**config.mk**
```make
export PLATFORM = sky130hd
export DESIGN_NAME = sscg_profile_ctrl
export DESIGN_NICKNAME = d
export VERILOG_FILES = /design/src/rtl/sscg_pkg.sv /design/src/rtl/sscg_phase_counter.sv /design/src/rtl/sscg_depth_select.sv /design/src/rtl/sscg_ramp_shaper.sv /design/src/rtl/sscg_profile_ctrl.sv
export SDC_FILE = /design/constraint.sdc
export NUM_CORES = 1
export LEC_CHECK = 0
export BUFFER_PORTS_ARGS = -buffer_cell sky130_fd_sc_hd__buf_4
export CORE_MARGIN = 2
export CORE_UTILIZATION = 60
export CTS_CLUSTER_SIZE = 14
export DETAILED_ROUTE_END_ITERATION = 8
export GPL_TIMING_DRIVEN = 0
export PLACE_DENSITY = 0.78
export SYNTH_ARGS = -nofsm -noshare
export SYNTH_HDL_FRONTEND = slang
export SYNTH_SLANG_ARGS = --single-unit
export TNS_END_PERCENT = 30
```
**constraint.sdc**
```tcl
create_clock -name clk -period 20.5 [get_ports clk]
set_input_delay 4.1 -clock clk [delete_from_list [all_inputs] [get_ports clk]]
set_output_delay 4.1 -clock clk [all_outputs]
set_load 0.02 [all_outputs]
```
**src/rtl/sscg_pkg.sv**
```systemverilog
package sscg_pkg;
  localparam int DEP_W = 9;

  typedef enum logic [1:0] {
    SPR_LOW  = 2'b00,
    SPR_MID  = 2'b01,
    SPR_HIGH = 2'b10,
    SPR_RSV  = 2'b11
  } spread_e;

  // depth in 0.01 % units for a band and a spread setting
  function automatic logic [DEP_W-1:0] depth_lookup(input logic [1:0] band,
                                                     input logic [1:0] sel);
    logic [DEP_W-1:0] hi, lo, mid;
    case (band)
      2'b00:   begin hi = 9'd300; lo = 9'd220; mid = 9'd70; end
      2'b01:   begin hi = 9'd270; lo = 9'd190; mid = 9'd60; end
      2'b10:   begin hi = 9'd250; lo = 9'd180; mid = 9'd60; end
      default: begin hi = 9'd230; lo = 9'd170; mid = 9'd50; end
    endcase
    case (spread_e'(sel))
      SPR_HIGH: return hi;
      SPR_LOW:  return lo;
      default:  return mid;
    endcase
  endfunction

  // triangle magnitude: distance from phase 0 folded at mid-period
  function automatic logic [15:0] fold_phase(input logic [15:0] ph, input int ph_w);
    logic [15:0] mask;
    mask = 16'((32'd1 << ph_w) - 1);
    if (ph[ph_w-1]) return (~ph + 16'd1) & mask;
    return ph & mask;
  endfunction
endpackage

```
**src/rtl/sscg_phase_counter.sv**
```systemverilog
module sscg_phase_counter #(
  parameter int PERIOD = 512,
  localparam int PH_W = $clog2(PERIOD)
) (
  input  logic            clk,
  input  logic            rst_n,
  input  logic            pd_n,
  output logic [PH_W-1:0] phase_nxt,
  output logic            start_nxt
);
  localparam logic [PH_W-1:0] LAST = PH_W'(PERIOD - 1);

  logic [PH_W-1:0] ph_q;
  logic            run_q;

  always_comb begin
    if (!run_q || ph_q == LAST) phase_nxt = '0;
    else                        phase_nxt = ph_q + 1'b1;
  end

  assign start_nxt = pd_n && (phase_nxt == '0);

  always_ff @(posedge clk or negedge rst_n) begin
    if (!rst_n) begin
      ph_q  <= '0;
      run_q <= 1'b0;
    end else if (!pd_n) begin
      ph_q  <= '0;
      run_q <= 1'b0;
    end else begin
      ph_q  <= phase_nxt;
      run_q <= 1'b1;
    end
  end
endmodule

```
**src/rtl/sscg_depth_select.sv**
```systemverilog
module sscg_depth_select
  import sscg_pkg::*;
(
  input  logic             clk,
  input  logic             rst_n,
  input  logic             load,
  input  logic [1:0]       band_code,
  input  logic [1:0]       spread_code,
  output logic [DEP_W-1:0] depth_eff
);
  logic [DEP_W-1:0] depth_q;
  logic [DEP_W-1:0] depth_new;

  assign depth_new = depth_lookup(band_code, spread_code);
  assign depth_eff = load ? depth_new : depth_q;

  always_ff @(posedge clk or negedge rst_n) begin
    if (!rst_n)    depth_q <= '0;
    else if (load) depth_q <= depth_new;
  end
endmodule

```
**src/rtl/sscg_ramp_shaper.sv**
```systemverilog
module sscg_ramp_shaper
  import sscg_pkg::*;
#(
  parameter int PH_W  = 9,
  parameter int OFS_W = 12,
  localparam int PROD_W = PH_W + DEP_W
) (
  input  logic                    clk,
  input  logic                    rst_n,
  input  logic                    pd_n,
  input  logic [PH_W-1:0]         phase,
  input  logic                    start,
  input  logic [DEP_W-1:0]        depth,
  output logic signed [OFS_W-1:0] offset_q,
  output logic                    mark_q,
  output logic                    en_q
);
  logic [PH_W-1:0]   mag;
  logic [PROD_W-1:0] prod;
  logic [DEP_W-1:0]  quot;
  logic signed [OFS_W-1:0] ofs_nxt;

  assign mag     = PH_W'(fold_phase(16'(phase), PH_W));
  assign prod    = PROD_W'(depth) * PROD_W'(mag);
  assign quot    = DEP_W'(prod >> (PH_W - 1));
  assign ofs_nxt = OFS_W'(0) - OFS_W'(quot);

  always_ff @(posedge clk or negedge rst_n) begin
    if (!rst_n) begin
      offset_q <= '0;
      mark_q   <= 1'b0;
      en_q     <= 1'b0;
    end else if (!pd_n) begin
      offset_q <= '0;
      mark_q   <= 1'b0;
      en_q     <= 1'b0;
    end else begin
      offset_q <= ofs_nxt;
      mark_q   <= start;
      en_q     <= 1'b1;
    end
  end
endmodule

```
**src/rtl/sscg_profile_ctrl.sv**
```systemverilog
module sscg_profile_ctrl
  import sscg_pkg::*;
#(
  parameter int PERIOD = 512,
  parameter int OFS_W  = 12,
  localparam int PH_W  = $clog2(PERIOD)
) (
  input  logic                    clk,
  input  logic                    rst_n,
  input  logic                    pd_n,
  input  logic [1:0]              spread_code,
  input  logic [1:0]              band_code,
  output logic signed [OFS_W-1:0] offset_cw,
  output logic                    period_mark,
  output logic                    ref_clk_en,
  output logic                    mod_clk_en
);
  logic [PH_W-1:0]  phase_nxt;
  logic             period_start;
  logic [DEP_W-1:0] depth_eff;
  logic             en_q;

  sscg_phase_counter #(.PERIOD(PERIOD)) u_phase (
    .clk(clk), .rst_n(rst_n), .pd_n(pd_n),
    .phase_nxt(phase_nxt), .start_nxt(period_start)
  );

  sscg_depth_select u_depth (
    .clk(clk), .rst_n(rst_n), .load(period_start),
    .band_code(band_code), .spread_code(spread_code),
    .depth_eff(depth_eff)
  );

  sscg_ramp_shaper #(.PH_W(PH_W), .OFS_W(OFS_W)) u_shape (
    .clk(clk), .rst_n(rst_n), .pd_n(pd_n),
    .phase(phase_nxt), .start(period_start), .depth(depth_eff),
    .offset_q(offset_cw), .mark_q(period_mark), .en_q(en_q)
  );

  assign ref_clk_en = en_q;
  assign mod_clk_en = en_q;
endmodule

```
* After elaboration in Yosys (flattened, before gate mapping) *
Cells that the tools add are included.

word-level totals
  word-level logic and storage cells = 34
  input bits = 7
  flip-flop bits (word level) = 32
  output and inout bits = 15

cells by class
  bitwise gates (word level) = 1
  $mul = 1
  equality and inequality tests = 4
  reductions and logical operators = 7
  $add $sub $neg = 3
  muxes and demuxes = 13

operators by type and width
  cell                    count
  $mux W9                 5
  $pmux W9 S3             1
  $pmux W7 S3             1
  $add A9 B1 Y9 const B   2
  $pmux W9 S2             1
  $mul A9 B9 Y17          1
  $pmux W7 S2             1
  $mux W12                1
  $sub A1 B9 Y10 const A  1
  $eq A9 B9 Y1 const B    1
  $logic_not A9 Y1        1
  $not A9 Y9              1
  $eq A2 B2 Y1 const B    2
  $logic_not A2 Y1        2
  $mux W1                 3
  $eq A2 B1 Y1 const B    1
  $reduce_or A2 Y1        1
  $logic_and A1 B1 Y1     1
  $logic_not A1 Y1        1
  $logic_or A1 B1 Y1      1

* Depth between registers and ports, before layout *
Gate-level depths: netlist (run 1).

  word-level depth = 10
  depth in mapped cells = 37
  mapped depth without buffers = 35

* Modules after synthesis *
Synthesis (run 1) repeated with hierarchy kept, for this count alone.

second synthesis, totals
  cells, all modules = 474
  area, all modules = 4309.1 µm²

by module, submodules not included
  module              area an instance (µm²)  cells an instance  times used
  sscg_ramp_shaper    3189.3                  360                1
  sscg_phase_counter  561.8                   58                 1
  sscg_depth_select   550.5                   55                 1
  sscg_profile_ctrl   7.5                     1                  1

* Worst setup path before layout (run 1) *
No wires, ideal clock.

  path type = input port to flip-flop
  start = input port pd_n
  end = register u_shape.offset_q[8]
  cell stages on the path = 23
  data required time = 20381 ps
  setup time = 119 ps
  buffers on the path = 2
  data arrival time = 9802 ps
  slack = 10579 ps
  cell sequence = inv_1 > a21oi_1 > nand2_4 > buf_2 > mux2i_1 > nor2_1 > fa_1 > fa_1 > fa_1 > inv_1 > fa_1 > inv_1 > ha_1 > buf_2 > a21o_1 > a211o_1 > a21o_1 > a21oi_2 > nand2_1 > or4_1 > a211oi_2 > xnor3_1 > and2_1

on the way
  longest elaborated chain between the ends = 5

RTL lines
  item                  line                      text
  start, declared       sscg_profile_ctrl.sv:10   input logic pd_n,
  $logic_and A1 B1 Y1   sscg_phase_counter.sv:21  assign start_nxt = pd_n && (phase_nxt == '0);
  $mux W9               n/a
  $mul A9 B9 Y17        sscg_ramp_shaper.sv:24    assign prod = PROD_W'(depth) * PROD_W'(mag);
  $sub A1 B9 Y10        sscg_ramp_shaper.sv:26    assign ofs_nxt = OFS_W'(0) - OFS_W'(quot);
  $mux W12 *            sscg_ramp_shaper.sv:33    end else if (!pd_n) begin
  end signal, assigned  sscg_ramp_shaper.sv:38    offset_q <= ofs_nxt;
  end, declared         sscg_ramp_shaper.sv:14    output logic signed [OFS_W-1:0] offset_q,

Every way passes the cells marked *; elsewhere a longest branch is shown, timed or not.

* Final worst setup path (run 1) *
  start = input port pd_n
  end = register u_shape.offset_q[8]

on the way
  longest elaborated chain between the ends = 5

RTL lines
  item                    line                      text
  $logic_and A1 B1 Y1     sscg_phase_counter.sv:21
  $mux W9                 n/a
  named net depth_eff[2]  sscg_profile_ctrl.sv:20   logic [DEP_W-1:0] depth_eff;
  $mul A9 B9 Y17          sscg_ramp_shaper.sv:24
  $sub A1 B9 Y10          sscg_ramp_shaper.sv:26
  $mux W12                sscg_ramp_shaper.sv:33

The timed path passes the listed nets, and every way through them passes these cells.

==> out/results.ini, run 1 <==
[synthesis]
synth_top_cell_area_share=0.215
async_reset_ff_frac=1.00
yosysWarnings=0
synth_nets=610
netlist_top_cells_count=nor2_1 (82), inv_1 (77), nand2_1 (54)
ys_top_cells_by_area=fa_1 (22%), dfrtp_1 (17%), ha_1 (11%)
ys_ff_latch=30
syn_inst=514
synth-seq-area-share=0.168
synth-edff-count=0
yosys.area.top_type=fa_1
ys.flop_type=dfrtp_1
yosysMostFrequentCell=nor2_1
syn_area_um2=4460
yosysUniqueCellTypes=73
synth_area_per_cell_um2=8.68

[placed_design]
placed_area_um2=4740
gp_congestion=0.913
portBuffers=21
dp_hpwl_um=8180
placed_cells=634

[setup_path]
path_depth=26
reg2reg_from=u_phase.ph_q[0]
startpoint_type=input port
reg2reg_depth=35
max_stage_delay_ns=0.57
cp_top_family=adder cells
cpMostUsedCell=inv_1
critPathCapture=u_shape.offset_q[8]
worstSetupEndpointType=flop
reg2reg_setup_slack_ns=10.91
cp_slowest_cell=fa_1
path_max_fanout=10
path_class=input port to flop
reg2reg_to=u_shape.offset_q[8]
crit_path_start=pd_n
critPathArrivalTime_ns=11.15
critPathRequiredTime_ns=20.68
path_buf_inv=8

[pwr]
powerDensity_nw_per_um2=39.3
p_int_w=0.000125
combPwrFrac=0.324
p_clk_frac=0.323
sw_frac_of_total=0.344
power.switching_w=0.0000656
p_seq_frac=0.353
p_leak_nw=2.66
max-vdd-ir-drop_mv=0.0453

[detailed_routing]
vias_per_cell=5.71
ant_nets=0
num_vias=3662
drc=0
dr.first_iter.drc_count=233
wire_per_inst_um=15.8
drt_pre_antenna_iters=5
routed_wl_um=10100

[final_layout]
final_core_util=0.673
drive_gt1_frac=0.116
seq_area_um2=751
fillCellCount=614
fin_cells=641
final_nets=638
multi_input_comb_area_um2=3360
n_antenna_cell=0
stdcell_area_um2=4860
syn2layout_area_growth_pct=8.83

[floorplan]
initial_core_util=0.618
io_pins=22
coreArea_um2=7210
die_h_um=90.2
row_count=31
die_x_um=90.2
die-area_um2=8140

[sta]
rsz0062_at_grt=no
worst_pin_slew_ns=1.05
clock.fmax_mhz=91.1
finClkSkew_ns=0.0100
slew_headroom=0.294
hold_slack_ns=0.674
min_period_over_period=0.535
setup_viol=0
drv_slew=0
layout_min_cycle_time_ns=10.97
setup_tns_ns=0
hold_violations=0

[cts]
clock_path_buffers=2
clkSlewWorstSetupHoldPaths_ns=0.07
ctsHoldBuffers=0
htree_levels=2
cts_tree=yes
post_cts_buffers=0
numCtsBuffers=5
cts-root-buf=clkbuf_8
post_cts_resize_count=0
worstSkewPairLatency_ns=0.28
cts_sinks=30

[global_route]
grt_overflow=0
grt_usage=0.270
grt_start_max_net_pins=31
grt_pass1_vias=3741
antenna_found_initial=0
grt_pass1_wl_um=17800

[outcome]
run_status=finished, final reports clean

[flow_run]
maxCapViolCount=0

[min_path]
worstHoldPathType=flop to flop

## worst register-to-register path: cells and delay by family, from the launching register on
kind,cells,cell delay [ns]
simple gates,8,1.53
fa+ha+maj,9,3.30
compound gates,7,1.80
mux,1,0.54
xor+xnor,1,0.22
flops,1,0.50
buf+inv,9,1.58
## state kept, by name, indices dropped and copies added, names as in the netlist
name	cells
u_shape.offset_q	10
u_depth.depth_q	9
u_phase.ph_q	9
u_shape.en_q	1
u_shape.mark_q	1
## power by group through the flow
| stage | logic (W) | clock network (W) | registers, W |
|---|---|---|---|
| global route | 0.0000683 | 0.0000664 | 0.0000678 |
| floorplan | 0.0000375 | 0 | 0.0000711 |
| detailed placement | 0.0000612 | 0 | 0.0000682 |
| finish | 0.0000618 | 0.0000617 | 0.0000672 |
| global placement | 0.0000598 | 0 | 0.0000681 |
| CTS | 0.0000617 | 0.0000624 | 0.0000673 |
## layout by cell type (no fill, tap or decap), types with 7 or more instances in the layout
| master | synthesis | layout |
|---|---|---|
| fa_1 | 48 | 48 |
| buf_4 | 3 | 24 |
| nor3_1 | 12 | 12 |
| nand2_1 | 54 | 54 |
| mux2i_1 | 10 | 10 |
| nand2b_1 | 7 | 7 |
| a21oi_1 | 12 | 12 |
| a21o_1 | 8 | 8 |
| nand3_1 | 9 | 9 |
| ha_1 | 41 | 41 |
| xnor2_1 | 14 | 14 |
| o21ai_0 | 9 | 9 |
| inv_1 | 77 | 77 |
| dfrtp_1 | 30 | 30 |
| nor2_1 | 82 | 82 |
## kinds of logic after synthesis
logic type / after synthesis / share of synthesized area
simple gates: 204 / 0.217
buf+inv: 89 / 0.0782
fa+ha+maj: 89 / 0.330
compound gates: 68 / 0.128
flops: 30 / 0.168
xor+xnor: 21 / 0.0443
mux: 13 / 0.0331
## per-layer routing
layer  GRT usage  up-vias  share of wire
met1       0.355     1798           0.43
met5           0        -              0
li1            -     1727              -
met3      0.0645       24          0.057
met2       0.453      113           0.49
met4      0.0692        0          0.020
## how the worst min path moves through the flow
stage / cells after the start / start / to / slack, ns
after floorplan: 2 / u_depth.depth_q[0] / u_depth.depth_q[0] / 0.56
after global placement: 2 / u_depth.depth_q[8] / u_depth.depth_q[8] / 0.66
after detailed placement: 2 / u_phase.ph_q[7] / u_phase.ph_q[7] / 0.66
after CTS: 2 / u_phase.ph_q[7] / u_phase.ph_q[7] / 0.68
after global routing: 2 / u_depth.depth_q[8] / u_depth.depth_q[8] / 0.71
final: 2 / u_phase.ph_q[7] / u_phase.ph_q[7] / 0.67
## per-stage QoR
| step | setup slack (ns) | total power, W |
|---|---|---|
| after floorplan | 10.58 | 0.000109 |
| after global placement | 9.40 | 0.000128 |
| after detailed placement | 9.31 | 0.000129 |
| after CTS | 9.59 | 0.000191 |
| after global routing | 9.10 | 0.000203 |
| final | 9.53 | 0.000191 |
## cell type report
| class | count | share of cell area |
|---|---|---|
| clock inverter | 1 | 0.00618 |
| multi-input combinational | 395 | 0.692 |
| sequential | 30 | 0.155 |
| buffer | 12 | 0.0124 |
| tap | 99 | 0.0255 |
| timing repair buffer | 21 | 0.0325 |
| clock buffer | 6 | 0.0170 |
| inverter | 77 | 0.0595 |
Note: power is estimated with default switching activity, not from simulation.
==> inputs of run 2 (changes only) <==
--- a/config.mk
+++ b/config.mk
@@ -7,11 +7,11 @@
 export LEC_CHECK = 0
 export BUFFER_PORTS_ARGS = -buffer_cell sky130_fd_sc_hd__buf_4
 export CORE_MARGIN = 2
-export CORE_UTILIZATION = 60
+export CORE_UTILIZATION = 58
 export CTS_CLUSTER_SIZE = 14
 export DETAILED_ROUTE_END_ITERATION = 8
 export GPL_TIMING_DRIVEN = 0
-export PLACE_DENSITY = 0.78
+export PLACE_DENSITY = 0.79
 export SYNTH_ARGS = -nofsm -noshare
 export SYNTH_HDL_FRONTEND = slang
 export SYNTH_SLANG_ARGS = --single-unit
==> constraint.sdc (replaced) <==
create_clock -name clk -period 9.9 [get_ports clk]
set_input_delay 1.98 -clock clk [delete_from_list [all_inputs] [get_ports clk]]
set_output_delay 1.98 -clock clk [all_outputs]
set_load 0.02 [all_outputs]
==> out/results.ini, run 2 (same netlist as run 1, synthesis figures left out) <==
[detailed_routing]
num_vias=3734  ; +2.0%
drt_pre_antenna_iters=6  ; +1
vias_per_cell=5.80  ; +1.5%
wire_per_inst_um=16.0  ; +1.1%
dr.first_iter.drc_count=234  ; +0.43%
ant_nets=0  ; unchanged
drc=0  ; unchanged
routed_wl_um=10300  ; +1.6%

[global_route]
globalRouteMet3Util=0.0534  ; -0.0111
grt_pass1_wl_um=17600  ; -1.1%
grt-busiest-layer=met2
grt_overflow=0  ; unchanged
antenna_found_initial=0  ; unchanged
grt_usage=0.263  ; -0.00783
grt_start_max_net_pins=31  ; unchanged
use_met1=0.357  ; +0.00286
grt_pass1_vias=3701  ; -1.1%
grt_use_met2=0.427  ; -0.0259

[sta]
min_period_over_period=0.937
setup_viol=0  ; unchanged
hold_violations=0  ; unchanged
finClkSkew_ns=0.0104  ; +0.000356 ns
layout_min_cycle_time_ns=9.27
slew_headroom=0.326  ; +0.0321
drv_slew=0  ; unchanged
worst_pin_slew_ns=1.00  ; -0.0479 ns
setup_tns_ns=0  ; unchanged
rsz0062_at_grt=no
clock.fmax_mhz=108

[setup_path]
max_stage_delay_ns=0.60  ; +0.03 ns
reg2reg_depth=33  ; -5.7%
critPathRequiredTime_ns=10.08  ; -10.60 ns
startpoint_type=flop
path_class=flop to flop
critPathArrivalTime_ns=9.46  ; -1.69 ns
cp_slowest_cell=fa_1
crit_path_start=u_phase.ph_q[0]
path_max_fanout=10  ; unchanged
worstSetupEndpointType=flop
reg2reg_from=u_phase.ph_q[0]
reg2reg_setup_slack_ns=0.63  ; -10.28 ns

[placed_design]
portBuffers=21  ; unchanged
dp_hpwl_um=8010  ; -2.0%
placed_cells=634  ; unchanged
gp_congestion=0.958  ; +5.0%

[floorplan]
die-area_um2=8410  ; +3.3%
die_h_um=91.7  ; +1.6%
coreArea_um2=7370  ; +2.2%
row_count=31  ; unchanged
initial_core_util=0.605  ; -0.0130
die_x_um=91.7  ; +1.6%
io_pins=22  ; unchanged

[pwr]
max-vdd-ir-drop_mv=0.0715  ; +58%
p_leak_nw=2.65  ; -0.35%
powerDensity_nw_per_um2=78.0  ; +99%

[final_layout]
fillCellCount=610  ; -0.65%
reg.largest.list=u_shape.offset_q: 10 flops, u_depth.depth_q: 9 flops, u_phase.ph_q: 9 flops
syn2layout_area_growth_pct=9.06
fin_cells=644  ; +0.47%
final_nets=640  ; +0.31%
n_antenna_cell=0  ; unchanged
layout_commonest_cell=nor2_1
drive_gt1_frac=0.128  ; +0.0122
regMostFlops=u_shape.offset_q
largest_register_ffs=10  ; unchanged
multi_input_comb_area_um2=3370  ; +0.34%
mostFrequentLayoutCells=nor2_1 (82), inv_1 (77), nand2_1 (54)
seq_area_um2=751  ; unchanged

[cts]
cts_sinks=30  ; unchanged
numCtsBuffers=5  ; unchanged
cts_tree=yes
cts-root-buf=clkbuf_8
clkSlewWorstSetupHoldPaths_ns=0.08  ; about the same
clock_path_buffers=2  ; unchanged
htree_levels=2  ; unchanged
worstSkewPairLatency_ns=0.30  ; +0.02 ns

[min_path]
whs_path_depth=2  ; unchanged
worstHoldPathType=flop to flop
worstHoldStart=u_depth.depth_q[8]

[flow_run]
maxCapViolCount=0  ; unchanged

[outcome]
run_status=finished, final reports clean

==> run 2: cell types whose count changed in the layout (fill, tap and decap cells not counted), sizes merged <==
| cell | delta |
|---|---|
| buf | +1 |
| bufinv | -1 |
| clkbuf | +1 |
| clkinv | +1 |
| clkinvlp | +1 |
==> run 2: final cells by class <==
| class | count | area share |
|---|---|---|
| multi-input cells | 395 | 0.693 |
| clock inverters | 2 | 0.00257 |
| clock buffers | 6 | 0.0170 |
| repair buffers | 23 | 0.0355 |
| plain buffers | 12 | 0.0126 |
| inverters | 77 | 0.0594 |
| well taps | 99 | 0.0255 |
| flip-flops and latches | 30 | 0.154 |
==> run 2: worst max-delay path: cells and delay by family (launching register included) <==
family                   cells  cell delay (ns)
flip-flops                   1             0.48
adder cells (fa/ha/maj)      8             3.17
buffers and inverters        7             1.09
AO/OA/AOI/OAI                7             1.56
multiplexers                 1             0.56
XOR/XNOR                     1             0.23
AND/OR/NAND/NOR              9             2.05
==> run 2: metal layers <==
metal / vias to the layer above / wire length [um]
li1: 1737 / -
met2: 136 / 4970
met4: 0 / 237
met3: 25 / 620
met5: - / 0
met1: 1836 / 4450
==> run 2: power by group <==
part           internal, W  switching [W]
combinational    0.0000474      0.0000842
clock            0.0000559      0.0000525
sequential        0.000134     0.00000538
total             0.000238       0.000142
==> run 2: final timing paths <==
| path | end |
|---|---|
| setup / recovery | u_shape.offset_q[8] |
| hold / removal | u_depth.depth_q[8] |
| setup reg to reg | u_shape.offset_q[8] |
| hold reg to reg | u_depth.depth_q[8] |
| max in group asynchronous | u_shape.en_q |
| min in group asynchronous | u_phase.ph_q[5] |
==> run 2: repair_timing <==
item | in CTS | in global routing
endpoints found under the setup margin | 0 | 5
setup buffers | 0 | 2
resized for setup | 0 | 4
hold buffers | 0 | 0
==> run 2: stage by stage <==
stage | utilization | power, W | instance area, um^2 | hold slack, ns | worst slack (ns)
CTS | 0.657 | 0.000375 | 4840 | 0.649 | 0.269
detailed placement | 0.644 | 0.000267 | 4740 | 0.632 | 0.361
global route | 0.660 | 0.000402 | 4870 | 0.687 | 0.100
finish | 0.660 | 0.000380 | 4870 | 0.658 | 0.626
floorplan | - | 0.000225 | 4460 | 0.559 | 1.93
global placement | 0.644 | 0.000265 | 4740 | 0.606 | 0.423
